File: src/rtl/bsc_pkg.sv
package bsc_pkg;

    typedef enum logic [1:0] {
        BSC_HOLD    = 2'd0,
        BSC_CAPTURE = 2'd1,
        BSC_SHIFT   = 2'd2
    } bsc_act_e;

    typedef struct packed {
        logic ctrl;
        logic data;
    } bsc_pair_t;

    typedef struct packed {
        logic extest;
        logic sample;
    } bsc_mode_t;

    // Capture has priority over shift.
    function automatic bsc_act_e bsc_decode(logic cap, logic shf);
        if (cap)      return BSC_CAPTURE;
        else if (shf) return BSC_SHIFT;
        else          return BSC_HOLD;
    endfunction

    // Next value of a cell's two stages; the control stage takes serial
    // input first, the data stage takes the old control stage.
    function automatic bsc_pair_t bsc_next(bsc_act_e act, bsc_pair_t cur,
                                           logic si, bsc_pair_t obs);
        bsc_pair_t n;
        case (act)
            BSC_CAPTURE: n = obs;
            BSC_SHIFT: begin
                n.ctrl = si;
                n.data = cur.ctrl;
            end
            default:     n = cur;
        endcase
        return n;
    endfunction

    function automatic logic bsc_pull_off(bsc_mode_t m);
        return m.extest | m.sample;
    endfunction

endpackage

File: src/rtl/bsc_scan_stages.sv
module bsc_scan_stages
    import bsc_pkg::*;
(
    input  logic      clk,
    input  logic      rst,
    input  bsc_act_e  act,
    input  logic      si,
    input  bsc_pair_t observe,
    output bsc_pair_t stage_q
);

    bsc_pair_t stage_n;

    always_comb stage_n = bsc_next(act, stage_q, si, observe);

    always_ff @(posedge clk) begin
        if (rst) stage_q <= '0;
        else     stage_q <= stage_n;
    end

    assert_capture_load_R2: assert property (@(posedge clk) disable iff (rst)
        act == BSC_CAPTURE |=> stage_q == $past(observe));

    assert_shift_step_R3: assert property (@(posedge clk) disable iff (rst)
        act == BSC_SHIFT |=> stage_q.data == $past(stage_q.ctrl) && stage_q.ctrl == $past(si));

    assert_idle_hold_R10: assert property (@(posedge clk) disable iff (rst)
        act == BSC_HOLD |=> $stable(stage_q));

endmodule

File: src/rtl/bsc_update_hold.sv
module bsc_update_hold
    import bsc_pkg::*;
(
    input  logic      clk,
    input  logic      rst,
    input  logic      update_en,
    input  bsc_pair_t stage,
    output bsc_pair_t latch_q
);

    always_ff @(posedge clk) begin
        if (rst)            latch_q <= '0;
        else if (update_en) latch_q <= stage;
    end

    assert_update_load_R5: assert property (@(posedge clk) disable iff (rst)
        update_en |=> latch_q == $past(stage));

    assert_update_hold_R5: assert property (@(posedge clk) disable iff (rst)
        !update_en |=> $stable(latch_q));

endmodule

File: src/rtl/bsc_pad_select.sv
module bsc_pad_select
    import bsc_pkg::*;
(
    input  bsc_mode_t mode,
    input  bsc_pair_t latch,
    input  logic      core_oe,
    input  logic      core_do,
    input  logic      pad_di,
    output logic      pad_oe,
    output logic      pad_do,
    output logic      core_di
);

    always_comb begin
        if (mode.extest) begin
            pad_oe = latch.ctrl;
            pad_do = latch.data;
        end else begin
            pad_oe = core_oe;
            pad_do = core_do;
        end
        core_di = pad_di;
    end

endmodule

File: src/rtl/bsc_pin_array.sv
module bsc_pin_array
    import bsc_pkg::*;
#(
    parameter int PINS = 4
) (
    input  logic            clk,
    input  logic            rst,
    input  logic            scan_in,
    input  logic            capture_en,
    input  logic            shift_en,
    input  logic            update_en,
    input  logic            mode_extest,
    input  logic            mode_sample,
    input  logic [PINS-1:0] core_oe,
    input  logic [PINS-1:0] core_do,
    input  logic [PINS-1:0] pad_di,
    output logic            scan_out,
    output logic [PINS-1:0] pad_oe,
    output logic [PINS-1:0] pad_do,
    output logic [PINS-1:0] core_di,
    output logic            pullup_off
);

    localparam int LINKS = PINS + 1;

    bsc_act_e        act;
    bsc_mode_t       mode;
    logic [LINKS-1:0] link;

    always_comb begin
        act         = bsc_decode(capture_en, shift_en);
        mode.extest = mode_extest;
        mode.sample = mode_sample;
        pullup_off  = bsc_pull_off(mode);
    end

    assign link[0]  = scan_in;
    assign scan_out = link[PINS];

    for (genvar p = 0; p < PINS; p++) begin : g_pin
        bsc_pair_t obs;
        bsc_pair_t stage;
        bsc_pair_t latch;

        always_comb begin
            obs.ctrl = core_oe[p];
            obs.data = pad_di[p];
        end

        bsc_scan_stages u_stages (
            .clk     (clk),
            .rst     (rst),
            .act     (act),
            .si      (link[p]),
            .observe (obs),
            .stage_q (stage)
        );

        assign link[p+1] = stage.data;

        bsc_update_hold u_hold (
            .clk       (clk),
            .rst       (rst),
            .update_en (update_en),
            .stage     (stage),
            .latch_q   (latch)
        );

        bsc_pad_select u_pad (
            .mode    (mode),
            .latch   (latch),
            .core_oe (core_oe[p]),
            .core_do (core_do[p]),
            .pad_di  (pad_di[p]),
            .pad_oe  (pad_oe[p]),
            .pad_do  (pad_do[p]),
            .core_di (core_di[p])
        );
    end

    // Under external test the pad must not move unless an update occurred.
    assert_pad_frozen_R6: assert property (@(posedge clk) disable iff (rst)
        mode_extest && $past(mode_extest) && !$past(update_en)
        |-> $stable(pad_oe) && $stable(pad_do));

    // Outside external test the pad follows the core regardless of latches.
    assert_core_owns_pad_R7: assert property (@(posedge clk) disable iff (rst)
        !mode_extest && $stable(core_oe) && $stable(core_do) && $past(update_en)
        |-> $stable(pad_oe) && $stable(pad_do));

endmodule

File: config.mk
export PLATFORM = sky130hd
export DESIGN_NAME = bsc_pin_array
export DESIGN_NICKNAME = d
export VERILOG_FILES = /design/src/rtl/bsc_pkg.sv /design/src/rtl/bsc_scan_stages.sv /design/src/rtl/bsc_update_hold.sv /design/src/rtl/bsc_pad_select.sv /design/src/rtl/bsc_pin_array.sv
export SDC_FILE = /design/constraint.sdc
export NUM_CORES = 1
export LEC_CHECK = 0
export BUFFER_PORTS_ARGS = -buffer_cell sky130_fd_sc_hd__buf_2
export CAP_MARGIN = 20
export CORE_MARGIN = 2
export CORE_UTILIZATION = 40
export DETAILED_ROUTE_END_ITERATION = 10
export PLACE_DENSITY_LB_ADDON = 0.1
export RECOVER_POWER = 100
export SLEW_MARGIN = 20
export SYNTH_ARGS = -nofsm -noshare
export SYNTH_HDL_FRONTEND = slang
export SYNTH_HIERARCHICAL = 1
export SYNTH_SLANG_ARGS = --single-unit
File: constraint.sdc
create_clock -name clk -period 2.18 [get_ports clk]
set_input_delay 0.109 -clock clk [delete_from_list [all_inputs] [get_ports clk]]
set_output_delay 0.109 -clock clk [all_outputs]
set_load 0.1 [all_outputs]
# ---- Word-level counts from Yosys, hierarchy flattened
# Index checks and enable logic that the tools add are counted.
dict set report classes {
  reduce_logical 1
  eq_ne 2
  bitwise_logic 1
  muxes 14
}
# op count
set op_table {}
lappend op_table {{$pmux 2 s2} 4}
lappend op_table {{$mux 1} 8}
lappend op_table {{$mux 2} 2}
lappend op_table {{$eq 2x1->1 const B} 1}
lappend op_table {{$eq 2x2->1 const B} 1}
lappend op_table {{$reduce_bool 2->1} 1}
lappend op_table {{$or 1x1->1} 1}
dict set report word_totals {
  out_inout_bits 14
  register_bits 16
  input_bits 20
}

# ---- Depth between registers and ports, before layout
dict set report logic_depth {
  word_depth 4
  mapped_depth 4
  depth_no_buf 4
}

# ---- Hierarchy
# The synthesis kept the hierarchy.
# mod n_inst area_each_um2 cells_each
set modules_own_cells {}
lappend modules_own_cells {bsc_scan_stages 4 107.6 11}
lappend modules_own_cells {bsc_update_hold 4 67.6 6}
lappend modules_own_cells {bsc_pad_select 4 30.0 3}
lappend modules_own_cells {bsc_pin_array 1 12.5 2}

# ---- Worst setup path before layout
# No wires, ideal clock.
dict set report synth_path {
  kind {register to register}
  start {register, netlist name g_pin[3].u_stages/stage_q[0]}
  end {register g_pin[3].u_stages/stage_q[0] in the netlist's numbering}
  required_ps 2094
  slack_ps 851
  arrival_ps 1244
  n_path_buf 0
  path_stages_with_launch 3
  period_less_slack_ps 1329
  path_cell_list {dfxtp_1 -> nor2b_1 -> a211oi_1}
}
# item line
set synth_lines {}
lappend synth_lines {{end signal, assigned} bsc_scan_stages.sv:18} ;# else stage_q <= stage_n;
lappend synth_lines {{end, declared} bsc_scan_stages.sv:9} ;# output bsc_pair_t stage_q

# ---- Final worst setup path
dict set report layout_path {
  start {register g_pin[0].u_hold/latch_q[1] in the netlist's numbering}
  end {output port pad_oe[0]}
}
dict set report layout_via {
  elab_chain_cells 1
}
# item line
set layout_lines {}
lappend layout_lines {{start, declared} bsc_update_hold.sv:8} ;# output bsc_pair_t latch_q
lappend layout_lines {{start signal, assigned} bsc_update_hold.sv:13} ;# else if (update_en) latch_q <= stage;
lappend layout_lines {{$mux 1} bsc_pad_select.sv:15} ;# if (mode.extest) begin
lappend layout_lines {{end, declared} bsc_pin_array.sv:18} ;# output logic [PINS-1:0] pad_oe,
# No other way between the ends.

==> results.sh <==
export IMPL_cp_buffers_inverters=1
export IMPL_setup_violations=0
export IMPL_status="finished clean"
export IMPL_wire_per_inst_um=11.4
export IMPL_cts_buffers=3
export IMPL_power_share_clock_pct=25.2
export IMPL_track_usage_pct=15.1
export IMPL_drive_above_1_share_pct=32.2
export IMPL_ir_drop_mv=0.336
export IMPL_rsz0062_at_grt="no"
export IMPL_crit_arrival_ns=1.62
export IMPL_grt_max_degree=17
export IMPL_cellPowerDensity_nw_per_um2=766
export IMPL_tns_ns=0
export IMPL_drc_errors=0
export IMPL_start_util_pct=42.5
export IMPL_power_total_w=0.000788
export IMPL_finalClockSkew_ns=0.000355
export IMPL_p_sw_w=0.000303
export IMPL_p_seq_share_pct=41.9
export IMPL_sw_frac_of_total_pct=38.4
export IMPL_yosysSeqAreaShare_pct=38.4
export IMPL_clock_sinks=16
export IMPL_ant_nets=0
export IMPL_gp_congestion=0.715
export IMPL_wl_um=1620
export IMPL_h_tree_depth=1
export IMPL_hold_viol_final=0
export IMPL_die_w_um=49.6
export IMPL_critPathLaunchType="flop"
export IMPL_core_area_um2=1960
export IMPL_ioPinCount=34
export IMPL_hold_path_class="in2reg"
export IMPL_io_buffer_count=33
export IMPL_critPathMaxFanout=2
export IMPL_clk_pin_slew_worst_paths_ns=0.09
export IMPL_crit_required_ns=2.07
export IMPL_postSynthAreaPerCell_um2=10.2
export IMPL_chipHeight_um=49.6
export IMPL_cp_end_kind="primary output"
export IMPL_slew_headroom_pct=22.6
export IMPL_n_antenna_cell=0
export IMPL_slowest_delay_ns=0.85
export IMPL_post_synth_num_cell_types=10
export IMPL_grt_pass1_vias=666
export IMPL_holdWs_ns=0.159
export IMPL_cp_slowest_cell="clkbuf_1"
export IMPL_fmax_ghz=0.578
export IMPL_route_detailed_vias_per_inst=4.77
export IMPL_critPathTopFamily="buffers and inverters"
export IMPL_cts_setup_buffers=0
export IMPL_period_minus_slack_ns=1.73
export IMPL_grt_overflow=0
export IMPL_synth_cells=82
export IMPL_antenna_found_initial=0
export IMPL_grt_pass1_wl_um=2820
export IMPL_clockBufferDepth=2
export IMPL_slew_violations=0
export IMPL_cp_cell_sequence="mux2_2 -> clkbuf_1"
export IMPL_final_cell_mix="buf_2, mux2i_1, dfxtp_1"
export IMPL_first_iter_violations=2
export IMPL_combPwrFrac_pct=32.8
export IMPL_worst_pin_slew_ns=1.17
export IMPL_route_vias_total=678
export IMPL_cts_root_buf="clkbuf_4"
export IMPL_yosys_warnings=6
export IMPL_cts_tree="done"
export IMPL_synth_seq_cells=16
export IMPL_ctsResizeCount=0
export IMPL_worstSetupPathType="reg2out"
export IMPL_leakage_nw=0.494
export IMPL_syn_num_nets=106
export IMPL_final_common_cell="buf_2"
export IMPL_syn_cell_area_um2=833
export IMPL_area_growth_pct=23.4
export IMPL_fp_dieArea_um2=2460
export IMPL_first_pass_iters=4
export IMPL_min_period_over_period_pct=79.3
export IMPL_internal_power_w=0.000485
export IMPL_clock_latency_ns=0.29
export IMPL_dp_hpwl_um=1230
export IMPL_row_count=16
export IMPL_cap_violations=0
export IMPL_ctsHoldBuffers=0
export IMPL_fin_nets=140
## final cells by class
type	instances	area (um2)
flip-flops and latches	16	320
multi-input cells	54	453
well taps	27	33.8
inverters	8	30.0
fillers	219	933
clock buffers	4	36.3
repair buffers	33	155
## worst register-to-register path: cells and delay by family, from the launching register on
kind / cells / cell delay (ns)
mux: 1 / 0.09
compound gates: 1 / 0.24
flops: 1 / 0.37
## state kept, by name (all words and copies together), names as in the netlist
register	cells
g_pin.u_hold/latch_q	8
g_pin.u_stages/stage_q	8
## Yosys cell counts (all sizes together)
cell type / count / area [um2]
a211oi: 8 / 60.1
buf: 4 / 30.0
dfxtp: 16 / 320
ha: 4 / 50.1
inv: 8 / 30.0
mux2: 8 / 90.1
mux2i: 16 / 160
nor2: 8 / 30.0
nor2b: 9 / 56.3
or2: 1 / 6.26
## metrics by stage
| stage | std cells | utilization, % | instance area (um2) | worst slack [ns] |
|---|---|---|---|---|
| floorplan | 82 | - | 833 | 0.851 |
| global placement | 138 | 51.1 | 1000 | 0.974 |
| detailed placement | 138 | 51.1 | 1000 | 0.937 |
| CTS | 142 | 52.9 | 1040 | 0.872 |
| global route | 142 | 52.4 | 1030 | 0.401 |
| finish | 142 | 52.4 | 1030 | 0.451 |
## per-layer routing
layer	up-vias	share of wire, %	global-route usage (%)
li1	345	-	-
met2	20	47	25.3
met1	310	46	17.7
met3	3	5.7	3.03
met5	-	0	0
met4	0	1.8	8.33
## power groups by stage
stage / Combinational, W / Sequential (W) / Clock, W
finish: 0.000259 / 0.000330 / 0.000199
global route: 0.000277 / 0.000334 / 0.000230
CTS: 0.000264 / 0.000331 / 0.000207
detailed placement: 0.000263 / 0.000338 / 0
global placement: 0.000261 / 0.000337 / 0
floorplan: 0.000201 / 0.000347 / 0
## path summary, 6_finish.rpt
check	startpoint	end	slack [ns]	cells past startpoint
min reg2reg	g_pin[0].u_hold/latch_q[0]	g_pin[0].u_hold/latch_q[0]	0.50	2
min	pad_di[0]	g_pin[0].u_stages/stage_q[0]	0.16	3
max reg2reg	g_pin[3].u_stages/stage_q[1]	g_pin[3].u_stages/stage_q[0]	1.41	2
max	g_pin[0].u_hold/latch_q[1]	pad_oe[0]	0.45	2
## cells by family (layout without fill, tap and decap cells)
kind of cell / after synthesis / count (layout) / synth area share (%)
adders and majority gates: 4 / 4 / 6.01
AOI/OAI and AO/OA: 8 / 8 / 7.21
and+or+nand+nor: 18 / 18 / 11.1
buffers and inverters: 12 / 45 / 7.21
muxes: 24 / 24 / 30.0
DFF: 16 / 16 / 38.4
Note: power is estimated with default switching activity, not from simulation.
